**src/rtl/uart_rx_pkg.sv**
```systemverilog
package uart_rx_pkg;

    localparam int OS_RATE = 16;
    localparam int OS_MID  = 8;
    localparam int MAX_FRAME_BITS = 12;

    localparam logic [2:0] PAR_NONE = 3'd0;
    localparam logic [2:0] PAR_EVEN = 3'd1;
    localparam logic [2:0] PAR_ODD  = 3'd2;
    localparam logic [2:0] PAR_ONE  = 3'd3;
    localparam logic [2:0] PAR_ZERO = 3'd4;

    typedef struct packed {
        logic brk;
        logic frm;
        logic par;
    } line_err_t;

    typedef enum logic [2:0] {
        ST_IDLE,
        ST_START,
        ST_DATA,
        ST_PARITY,
        ST_STOP,
        ST_WAIT_HIGH
    } rx_state_e;

endpackage

```
**src/rtl/uart_rx_frame.sv**
```systemverilog
module uart_rx_frame
    import uart_rx_pkg::*;
#(
    parameter int SYNC_LEN = 2
) (
    input  logic       clk,
    input  logic       rst_n,
    input  logic       rx_en,
    input  logic       os_tick,
    input  logic       rxd,
    input  logic [1:0] data_len,
    input  logic       two_stop,
    input  logic [2:0] par_mode,
    output logic       start_det,
    output logic       push_v,
    output logic [7:0] push_data,
    output line_err_t  push_err,
    output logic [3:0] frame_bits
);

    logic rxd_s;

    generate
        if (SYNC_LEN > 0) begin : g_sync
            logic [SYNC_LEN-1:0] sync_q;
            always_ff @(posedge clk or negedge rst_n) begin
                if (!rst_n) sync_q <= '1;
                else        sync_q <= {sync_q[SYNC_LEN-2:0], rxd};
            end
            assign rxd_s = sync_q[SYNC_LEN-1];
        end else begin : g_nosync
            assign rxd_s = rxd;
        end
    endgenerate

    rx_state_e  state_q, state_d;
    logic [3:0] os_cnt;
    logic [2:0] bit_idx;
    logic [7:0] shreg;
    logic       par_bit;
    logic       all_low;
    logic       stop_idx;
    logic       stop_bad;

    logic [3:0] nbits;
    logic       par_en;
    logic       mid;
    logic       last_bit;
    logic       final_stop;
    logic       par_err;
    logic       xr;

    assign nbits      = {2'b00, data_len} + 4'd5;
    assign par_en     = (par_mode == PAR_EVEN) || (par_mode == PAR_ODD) ||
                        (par_mode == PAR_ONE)  || (par_mode == PAR_ZERO);
    assign frame_bits = 4'd2 + nbits + {3'b000, par_en} + {3'b000, two_stop};
    assign mid        = os_tick && (os_cnt == 4'(OS_MID));
    assign last_bit   = ({1'b0, bit_idx} == (nbits - 4'd1));
    assign final_stop = !two_stop || stop_idx;
    assign start_det  = rx_en && (state_q == ST_IDLE) && os_tick && !rxd_s;
    assign xr         = (^shreg) ^ par_bit;

    always_comb begin
        unique case (par_mode)
            PAR_EVEN: par_err = xr;
            PAR_ODD:  par_err = !xr;
            PAR_ONE:  par_err = !par_bit;
            PAR_ZERO: par_err = par_bit;
            default:  par_err = 1'b0;
        endcase
    end

    always_ff @(posedge clk or negedge rst_n) begin
        if (!rst_n)      state_q <= ST_IDLE;
        else if (!rx_en) state_q <= ST_IDLE;
        else             state_q <= state_d;
    end

    always_comb begin
        state_d = state_q;
        unique case (state_q)
            ST_IDLE:      if (os_tick && !rxd_s) state_d = ST_START;
            ST_START:     if (mid) state_d = rxd_s ? ST_IDLE : ST_DATA;
            ST_DATA:      if (mid && last_bit) state_d = par_en ? ST_PARITY : ST_STOP;
            ST_PARITY:    if (mid) state_d = ST_STOP;
            ST_STOP:      if (mid && final_stop) state_d = rxd_s ? ST_IDLE : ST_WAIT_HIGH;
            ST_WAIT_HIGH: if (rxd_s) state_d = ST_IDLE;
            default:      state_d = ST_IDLE;
        endcase
    end

    always_ff @(posedge clk or negedge rst_n) begin
        if (!rst_n) begin
            os_cnt    <= 4'd1;
            bit_idx   <= '0;
            shreg     <= '0;
            par_bit   <= 1'b0;
            all_low   <= 1'b0;
            stop_idx  <= 1'b0;
            stop_bad  <= 1'b0;
            push_v    <= 1'b0;
            push_data <= '0;
            push_err  <= '0;
        end else if (!rx_en) begin
            os_cnt    <= 4'd1;
            bit_idx   <= '0;
            shreg     <= '0;
            par_bit   <= 1'b0;
            all_low   <= 1'b0;
            stop_idx  <= 1'b0;
            stop_bad  <= 1'b0;
            push_v    <= 1'b0;
        end else begin
            push_v <= 1'b0;
            if (state_q == ST_IDLE) os_cnt <= 4'd1;
            else if (os_tick)       os_cnt <= os_cnt + 4'd1;
            unique case (state_q)
                ST_START: if (mid) begin
                    bit_idx  <= '0;
                    shreg    <= '0;
                    par_bit  <= 1'b0;
                    all_low  <= 1'b1;
                    stop_idx <= 1'b0;
                    stop_bad <= 1'b0;
                end
                ST_DATA: if (mid) begin
                    shreg[bit_idx] <= rxd_s;
                    all_low        <= all_low & ~rxd_s;
                    bit_idx        <= bit_idx + 3'd1;
                end
                ST_PARITY: if (mid) begin
                    par_bit <= rxd_s;
                    all_low <= all_low & ~rxd_s;
                end
                ST_STOP: if (mid) begin
                    if (!final_stop) begin
                        stop_idx <= 1'b1;
                        stop_bad <= stop_bad | ~rxd_s;
                        all_low  <= all_low & ~rxd_s;
                    end else begin
                        push_v       <= 1'b1;
                        push_data    <= shreg;
                        push_err.brk <= all_low & ~rxd_s;
                        push_err.frm <= stop_bad | ~rxd_s;
                        push_err.par <= par_err;
                    end
                end
                default: ;
            endcase
        end
    end

endmodule

```
**src/rtl/uart_rx_fifo.sv**
```systemverilog
module uart_rx_fifo
    import uart_rx_pkg::*;
#(
    parameter int DEPTH = 16,
    localparam int AW = $clog2(DEPTH)
) (
    input  logic          clk,
    input  logic          rst_n,
    input  logic          clr,
    input  logic          push_v,
    input  logic [7:0]    push_data,
    input  line_err_t     push_err,
    input  logic          pop,
    output logic [7:0]    rd_data,
    output logic [3:0]    rd_err,
    output logic [AW-1:0] cnt,
    output logic          full,
    output logic [AW:0]   occ
);

    logic [7:0]    data_q [DEPTH];
    line_err_t     err_q  [DEPTH];
    logic [AW-1:0] wr_ptr;
    logic [AW-1:0] rd_ptr;
    logic          ovr_pend;

    logic pop_ok;
    logic room;
    logic do_push;
    logic ovf;
    logic empty;

    assign empty   = (occ == '0);
    assign pop_ok  = pop && !empty;
    assign room    = (occ != (AW+1)'(DEPTH)) || pop_ok;
    assign do_push = push_v && room;
    assign ovf     = push_v && !room;

    always_ff @(posedge clk) begin
        if (do_push) begin
            data_q[wr_ptr] <= push_data;
            err_q[wr_ptr]  <= push_err;
        end
    end

    always_ff @(posedge clk or negedge rst_n) begin
        if (!rst_n) begin
            wr_ptr   <= '0;
            rd_ptr   <= '0;
            occ      <= '0;
            ovr_pend <= 1'b0;
        end else if (clr) begin
            wr_ptr   <= '0;
            rd_ptr   <= '0;
            occ      <= '0;
            ovr_pend <= 1'b0;
        end else begin
            if (do_push) wr_ptr <= wr_ptr + 1'b1;
            if (pop_ok)  rd_ptr <= rd_ptr + 1'b1;
            occ <= occ + (AW+1)'(do_push) - (AW+1)'(pop_ok);
            if (ovf)         ovr_pend <= 1'b1;
            else if (pop_ok) ovr_pend <= 1'b0;
        end
    end

    assign rd_data = empty ? 8'h00 : data_q[rd_ptr];
    assign rd_err  = empty ? 4'h0  : {err_q[rd_ptr], ovr_pend};
    assign cnt     = occ[AW-1:0];
    assign full    = occ[AW];

endmodule

```
**src/rtl/uart_rx_tout.sv**
```systemverilog
module uart_rx_tout
    import uart_rx_pkg::*;
#(
    parameter int TOUT_CHARS = 4,
    localparam int TW = $clog2(TOUT_CHARS * MAX_FRAME_BITS * OS_RATE + 1)
) (
    input  logic       clk,
    input  logic       rst_n,
    input  logic       rx_en,
    input  logic       os_tick,
    input  logic       push_v,
    input  logic       start_det,
    input  logic [3:0] frame_bits,
    input  logic       tout_ack,
    output logic       tout_irq
);

    logic [TW-1:0] tcnt;
    logic [TW-1:0] limit;
    logic          armed;

    assign limit = TW'(frame_bits) * TW'(TOUT_CHARS * OS_RATE);

    always_ff @(posedge clk or negedge rst_n) begin
        if (!rst_n) begin
            tcnt     <= '0;
            armed    <= 1'b0;
            tout_irq <= 1'b0;
        end else if (!rx_en) begin
            tcnt     <= '0;
            armed    <= 1'b0;
            tout_irq <= 1'b0;
        end else begin
            if (tout_ack) tout_irq <= 1'b0;
            if (start_det) begin
                armed <= 1'b0;
            end else if (push_v) begin
                armed <= 1'b1;
                tcnt  <= '0;
            end else if (armed && os_tick) begin
                if (tcnt == limit - TW'(1)) begin
                    armed    <= 1'b0;
                    tout_irq <= 1'b1;
                end else begin
                    tcnt <= tcnt + TW'(1);
                end
            end
        end
    end

endmodule

```
**src/rtl/uart_rx_core.sv**
```systemverilog
module uart_rx_core
    import uart_rx_pkg::*;
#(
    parameter int DEPTH      = 16,
    parameter int SYNC_LEN   = 2,
    parameter int TOUT_CHARS = 4,
    localparam int AW = $clog2(DEPTH),
    localparam int CW = AW + 1
) (
    input  logic          clk,
    input  logic          rst_n,
    input  logic          rx_en,
    input  logic          os_tick,
    input  logic          rxd,
    input  logic [1:0]    data_len,
    input  logic          two_stop,
    input  logic [2:0]    par_mode,
    input  logic [CW-1:0] trig_lvl,
    input  logic          pop,
    input  logic          tout_ack,
    output logic [7:0]    rd_data,
    output logic [3:0]    rd_err,
    output logic [AW-1:0] rx_cnt,
    output logic          rx_full,
    output logic          trig_irq,
    output logic          tout_irq
);

    logic       start_det;
    logic       frm_push;
    logic [7:0] frm_data;
    line_err_t  frm_err;
    logic [3:0] frame_bits;
    logic [AW:0] occ;

    uart_rx_frame #(.SYNC_LEN(SYNC_LEN)) i_frame (
        .clk        (clk),
        .rst_n      (rst_n),
        .rx_en      (rx_en),
        .os_tick    (os_tick),
        .rxd        (rxd),
        .data_len   (data_len),
        .two_stop   (two_stop),
        .par_mode   (par_mode),
        .start_det  (start_det),
        .push_v     (frm_push),
        .push_data  (frm_data),
        .push_err   (frm_err),
        .frame_bits (frame_bits)
    );

    uart_rx_fifo #(.DEPTH(DEPTH)) i_fifo (
        .clk       (clk),
        .rst_n     (rst_n),
        .clr       (!rx_en),
        .push_v    (frm_push),
        .push_data (frm_data),
        .push_err  (frm_err),
        .pop       (pop),
        .rd_data   (rd_data),
        .rd_err    (rd_err),
        .cnt       (rx_cnt),
        .full      (rx_full),
        .occ       (occ)
    );

    uart_rx_tout #(.TOUT_CHARS(TOUT_CHARS)) i_tout (
        .clk        (clk),
        .rst_n      (rst_n),
        .rx_en      (rx_en),
        .os_tick    (os_tick),
        .push_v     (frm_push),
        .start_det  (start_det),
        .frame_bits (frame_bits),
        .tout_ack   (tout_ack),
        .tout_irq   (tout_irq)
    );

    assign trig_irq = (trig_lvl != '0) && (occ >= trig_lvl);

endmodule

```
**config.mk**
```make
export PLATFORM = sky130hd
export DESIGN_NAME = uart_rx_core
export DESIGN_NICKNAME = d
export VERILOG_FILES = /design/src/rtl/uart_rx_pkg.sv /design/src/rtl/uart_rx_frame.sv /design/src/rtl/uart_rx_fifo.sv /design/src/rtl/uart_rx_tout.sv /design/src/rtl/uart_rx_core.sv
export SDC_FILE = /design/constraint.sdc
export NUM_CORES = 1
export LEC_CHECK = 0
export BUFFER_PORTS_ARGS = -buffer_cell sky130_fd_sc_hd__buf_2
export CORE_MARGIN = 2
export CORE_UTILIZATION = 40
export CTS_CLUSTER_SIZE = 25
export DETAILED_ROUTE_END_ITERATION = 10
export GPL_TIMING_DRIVEN = 0
export SYNTH_ARGS = -nofsm -noshare
export SYNTH_HDL_FRONTEND = slang
export SYNTH_SLANG_ARGS = --single-unit
```
**constraint.sdc**
```tcl
create_clock -name clk -period 8.25 [get_ports clk]
set_input_delay 1.65 -clock clk [delete_from_list [all_inputs] [get_ports clk]]
set_output_delay 1.65 -clock clk [all_outputs]
set_load 0.1 [all_outputs]
```
; Word-level counts from Yosys, hierarchy flattened
; Memory sizes are Yosys's and may differ from the RTL's.
; Index checks and enable logic that the tools add are counted.
[word_totals]
output_inout_bits = 19
wordCells = 192
mem_bits_rw = 176
n_memories = 2
ff_bits = 62
in_bits = 18
[mem_list]
columns = name, words, width, rd, rd_ports_with_merged_regs, write_ports, line_no
row1 = i_fifo.data_q, 16, 8, 1, 0, 1, uart_rx_fifo.sv:21  ; logic [7:0] data_q [DEPTH];
row2 = i_fifo.err_q, 16, 3, 1, 0, 1, uart_rx_fifo.sv:22  ; line_err_t err_q [DEPTH];
[op_classes]
bitwise = 4
muxes = 76
order_cmp = 3
reduce_logical = 37
addsub = 13
n_eq_ne = 36
[op_table]
columns = operator, n
row1 = $mux W10, 5
row2 = $mux W3, 12
row3 = $mux W1, 35
row4 = $mux W4, 8
row5 = $mux W8, 4
row6 = $ne A3 B2 Y1 const B, 8
row7 = $ne A3 B1 Y1 const B, 6
row8 = $pmux W3 S6, 1
row9 = $pmux W8 S2, 1
row10 = $logic_and A1 B1 Y1, 13
row11 = $add A4 B1 Y4 const B, 3
row12 = $eq A3 B2 Y1 const B, 4
row13 = $add A10 B1 Y10 const B, 1
row14 = $eq A10 B10 Y1, 1
row15 = $sub A10 B1 Y10 const B, 1
row16 = $eq A3 B3 Y1 const B, 3
row17 = $ne A3 B3 Y1 const B, 3
row18 = $reduce_and A3 Y1, 3
row19 = $add A4 B1 Y4, 2
row20 = $bwmux W8, 1
row21 = $ne A4 B1 Y1 const B, 2
row22 = $reduce_and A4 Y1, 2
row23 = $reduce_xor A8 Y1, 1
row24 = $eq A3 B1 Y1 const B, 2
row25 = 35 further kinds, 47

; Logic depth before layout (Yosys ltp)
[depth]
word_depth = 13
ltp_mapped = 14
depth_no_buf = 14

; Modules after synthesis
; Synthesis repeated with hierarchy kept, for this count alone.
[hier_totals]
cells_unflattened = 729
hier_area_um2 = 10887.9
[modules_own_cells]
columns = module, cells_per_inst, instances, area_each_um2, seq_area_each_um2
row1 = uart_rx_fifo, 396, 1, 7837.5, 5635.4
row2 = uart_rx_frame, 231, 1, 2154.6, 904.6
row3 = uart_rx_tout, 84, 1, 765.7, 300.3
row4 = uart_rx_core, 18, 1, 130.1, 0.0

; Worst setup path after synthesis
; OpenSTA, ideal clock, no wires.
[synth_path]
path_kind = in2out
startpoint = in trig_lvl[0]
endpoint = out trig_irq
slack_ns = 2.802
t_required_ns = 6.600
stages = 7
n_path_buf = 0
arrival_ns = 3.798
path_cell_list = ha_1 -> nand2b_1 -> a21o_1 -> a21o_1 -> a21o_1 -> a21oi_1 -> a21oi_1
[synth_between]
elab_chain_cells = 2
word_cells_on_any_way = 3
cone_classes = order compare (1) / reduce/logical (2)
[synth_lines]
columns = element, line_no
row1 = "start, declared", uart_rx_core.sv:18  ; input logic [CW-1:0] trig_lvl,
row2 = $ge A5 B5 Y1 or $reduce_bool A5 Y1 (tied branches), uart_rx_core.sv:79  ; assign trig_irq = (trig_lvl != '0) && (occ >= trig_lvl);
row3 = $logic_and A1 B1 Y1 (*), uart_rx_core.sv:79
row4 = "end, declared", uart_rx_core.sv:25  ; output logic trig_irq,
; Mark *: on every way between the ends. The rest lies on a longest branch, timed or not.

; Worst setup path after layout
[layout_path]
startpoint = reg i_fifo.rd_ptr[1]
endpoint = out rd_data[2]
[layout_between]
elab_chain_cells = 2
[layout_lines]
columns = element, line_no
row1 = "start, declared", uart_rx_fifo.sv:24  ; logic [AW-1:0] rd_ptr;
row2 = "start signal, assigned", uart_rx_fifo.sv:59  ; if (pop_ok) rd_ptr <= rd_ptr + 1'b1;
row3 = $mem_v2 Z16 W8, --
row4 = $mux W8, uart_rx_fifo.sv:66  ; assign rd_data = empty ? 8'h00 : data_q[rd_ptr];
row5 = "end, declared", uart_rx_core.sv:21  ; output logic [7:0] rd_data,
; No other way between the ends.

==> results.yml <==
clock_tree:
  path_clk_slew_ns: 0.06
  cts_htree_levels: 1
  clockBufferDepth: 3
  cts_setup_buffers: 0
  cts_tree: "yes"
  cts_root_buf: "clkbuf_16"
  cts-resized-gates: 0
  cts.sinks: 238
  clock_latency_ns: 0.53
  numCtsBuffers: 25
  cts_hold_buf: 0
floorplanning:
  core-area_um2: 26000
  die_area_um2: 27700
  dieHeight_um: 166
  initial_core_util: 0.406
  ios: 37
  die_width_um: 166
  placementRows: 59
power_and_ir_drop:
  switching_power_mw: 1.05
  ir_drop_mv: 0.233
  p_int_mw: 2.15
  power.density_nw_per_um2: 266
  swShare: 0.328
  comb_power_share: 0.260
  clockPowerShare: 0.326
  p_leak_nw: 4.63
  p_seq_frac: 0.414
yosys:
  ys_warn_count: 0
  yosysTopAreaCellShare: 0.501
  synth_area_um2: 10600
  synth-edff-count: 176
  syn_area_per_cell_um2: 15.8
  netlist_instances: 666
  synth_seq_area_share: 0.648
  syn-num-nets: 710
  synthDistinctLibCells: 62
  synth_top_area_cell: "edfxtp_1"
  ys_ff_latch: 238
  ys_top_cells_by_area: "edfxtp_1 50%, dfrtp_1 14%, mux4_2 12%"
  ys.flop_type: "edfxtp_1"
  async_flop_share: 0.261
setup_path:
  path_max_fanout: 10
  crit_required_ns: 6.60
  path_class: "register to primary output"
  cp-end-kind: "primary output"
  worstRegToRegCells: 14
  start_kind: "register"
  crit_arrival_ns: 3.23
grt:
  grt-ovfl-total: 0
  grt_antenna_before_repair: 0
  first_global_vias: 6153
  grt_pass1_wl_mm: 35.1
  track_usage: 0.162
  grt_start_max_net_pins: 37
final_layout:
  final-seq-area_um2: 6840
  layout_commonest_cell: "edfxtp_1"
  nets: 778
  final.fill_count: 2266
  diodes: 0
  area_delta_synth_final_pct: 13.8
  multi_input_area_um2: 3460
  utilization: 0.462
  drive_above_1_share: 0.218
  mostFrequentLayoutCells: "176 x edfxtp_1, 59 x dfrtp_1, 55 x mux4_2"
sta:
  whs_ns: 0.348
  fmax_mhz: 205
  maxSlewViolCount: 0
  setup_viol: 0
  post-route-period-util: 0.591
  finalCriticalPeriod_ns: 4.88
  hold_violations: 0
  rsz0062_at_grt: "false"
  finClkSkew_ns: 0.0137
  worst-slew-pin-transition_ns: 1.37
  fin_tns_setup_ns: 0
  relSlewSlack: 0.0825
placement:
  port_buffers: 35
  post-dp-hpwl_mm: 15.0
  place_congestion: 0.879
detailed_routing:
  vias_per_cell: 5.39
  final_antenna_net_count: 0
  wl_per_cell_um: 20.2
  initialDrtViolationCount: 483
  firstDrtPassIters: 5
  vias: 5862
  drc: 0
  routed_wl_mm: 22.0
worst_hold_path:
  hold_path_class: "register to register"
  worstHoldPathCells: 0
job:
  maxCapViolations: 0
run_status:
  status: "completed"
[state kept, by name, summed over array words and instances (netlist names), 2 cells and up]
| register | flops |
|---|---|
| i_frame.os_cnt | 4 |
| i_frame.bit_idx | 3 |
| i_frame.shreg | 8 |
| i_fifo.data_q | 128 |
| i_fifo.err_q | 48 |
| i_tout.tcnt | 10 |
| i_frame.state_q | 3 |
| i_frame.g_sync.sync_q | 2 |
| i_frame.push_data | 8 |
| i_fifo.occ | 5 |
| i_fifo.rd_ptr | 4 |
| i_frame.push_err | 3 |
| i_fifo.wr_ptr | 4 |
[stage by stage]
stage          std cells  total power [mW]  setup WS (ns)  instance area [um2]
4_1_cts             1086              3.23           3.32                12000
3_3_place_gp        1036              2.17           3.27                11100
5_1_grt             1087              3.34           3.24                12000
6_report            1087              3.19           3.37                12000
3_5_place_dp        1041              2.19           3.20                11200
2_1_floorplan        666              2.02           2.80                10600
[power groups by stage]
stage | clock (mW) | combinational (mW) | sequential [mW]
after global routing | 1.12 | 0.895 | 1.33
after floorplan | 0 | 0.599 | 1.42
after global placement | 0 | 0.825 | 1.34
after detailed placement | 0 | 0.840 | 1.35
final | 1.04 | 0.831 | 1.32
after CTS | 1.07 | 0.843 | 1.32
[critical path: stages (launching register included)]
cell	delay, ns
dfrtp_1	0.35
buf_2	0.29
clkbuf_1	0.68
mux4_2	0.41
mux4_2	0.49
nor2b_1	0.15
buf_2	0.32
[metal layers]
metal,global-route usage,part of all wire,up-vias
li1,-,-,2665
met4,0.0319,0.018,0
met5,0,0,-
met2,0.277,0.50,130
met1,0.221,0.44,3038
met3,0.0254,0.047,29
[cell usage after synthesis, types with 12 or more instances]
cell,number
nand2_1,30
dfrtp_1,59
ha_1,24
clkbuf_1,15
nor2b_1,17
nor2_1,44
edfxtp_1,176
and2_1,12
xnor2_1,25
mux4_2,55
inv_1,30
o21ai_1,14
nand2b_1,12
[logic make-up (layout without fill, tap and decap cells)]
family	Yosys count	in the layout	synth area share
AOI/OAI and AO/OA	78	78	0.0499
xor gates and xnor gates	37	37	0.0321
adders and majority gates	26	26	0.0323
buffers and inverters	61	147	0.0262
DFF	238	238	0.648
muxes	71	71	0.134
and+or+nand+nor	155	155	0.0772
[final timing paths]
check	start	to	slack, ns
worst min-delay path	i_frame.g_sync.sync_q[0]	i_frame.g_sync.sync_q[1]	0.35
worst min register to register	i_frame.g_sync.sync_q[0]	i_frame.g_sync.sync_q[1]	0.35
worst max-delay path	i_fifo.rd_ptr[1]	rd_data[2]	3.37
max in group asynchronous	rst_n	i_frame.push_data[2]	6.45
worst max register to register	i_fifo.occ[2]	i_fifo.occ[4]	4.78
min in group asynchronous	rst_n	i_fifo.occ[1]	1.17
[final cells by class]
type,count,area share
Buffer,30,0.0133
Clock buffer,31,0.0540
Clock inverter,14,0.00928
Inverter,31,0.00969
Multi-Input combinational cell,367,0.288
Sequential cell,238,0.570
Tap cell,335,0.0349
Timing Repair Buffer,41,0.0210
Note: power is estimated with default switching activity, not from simulation.
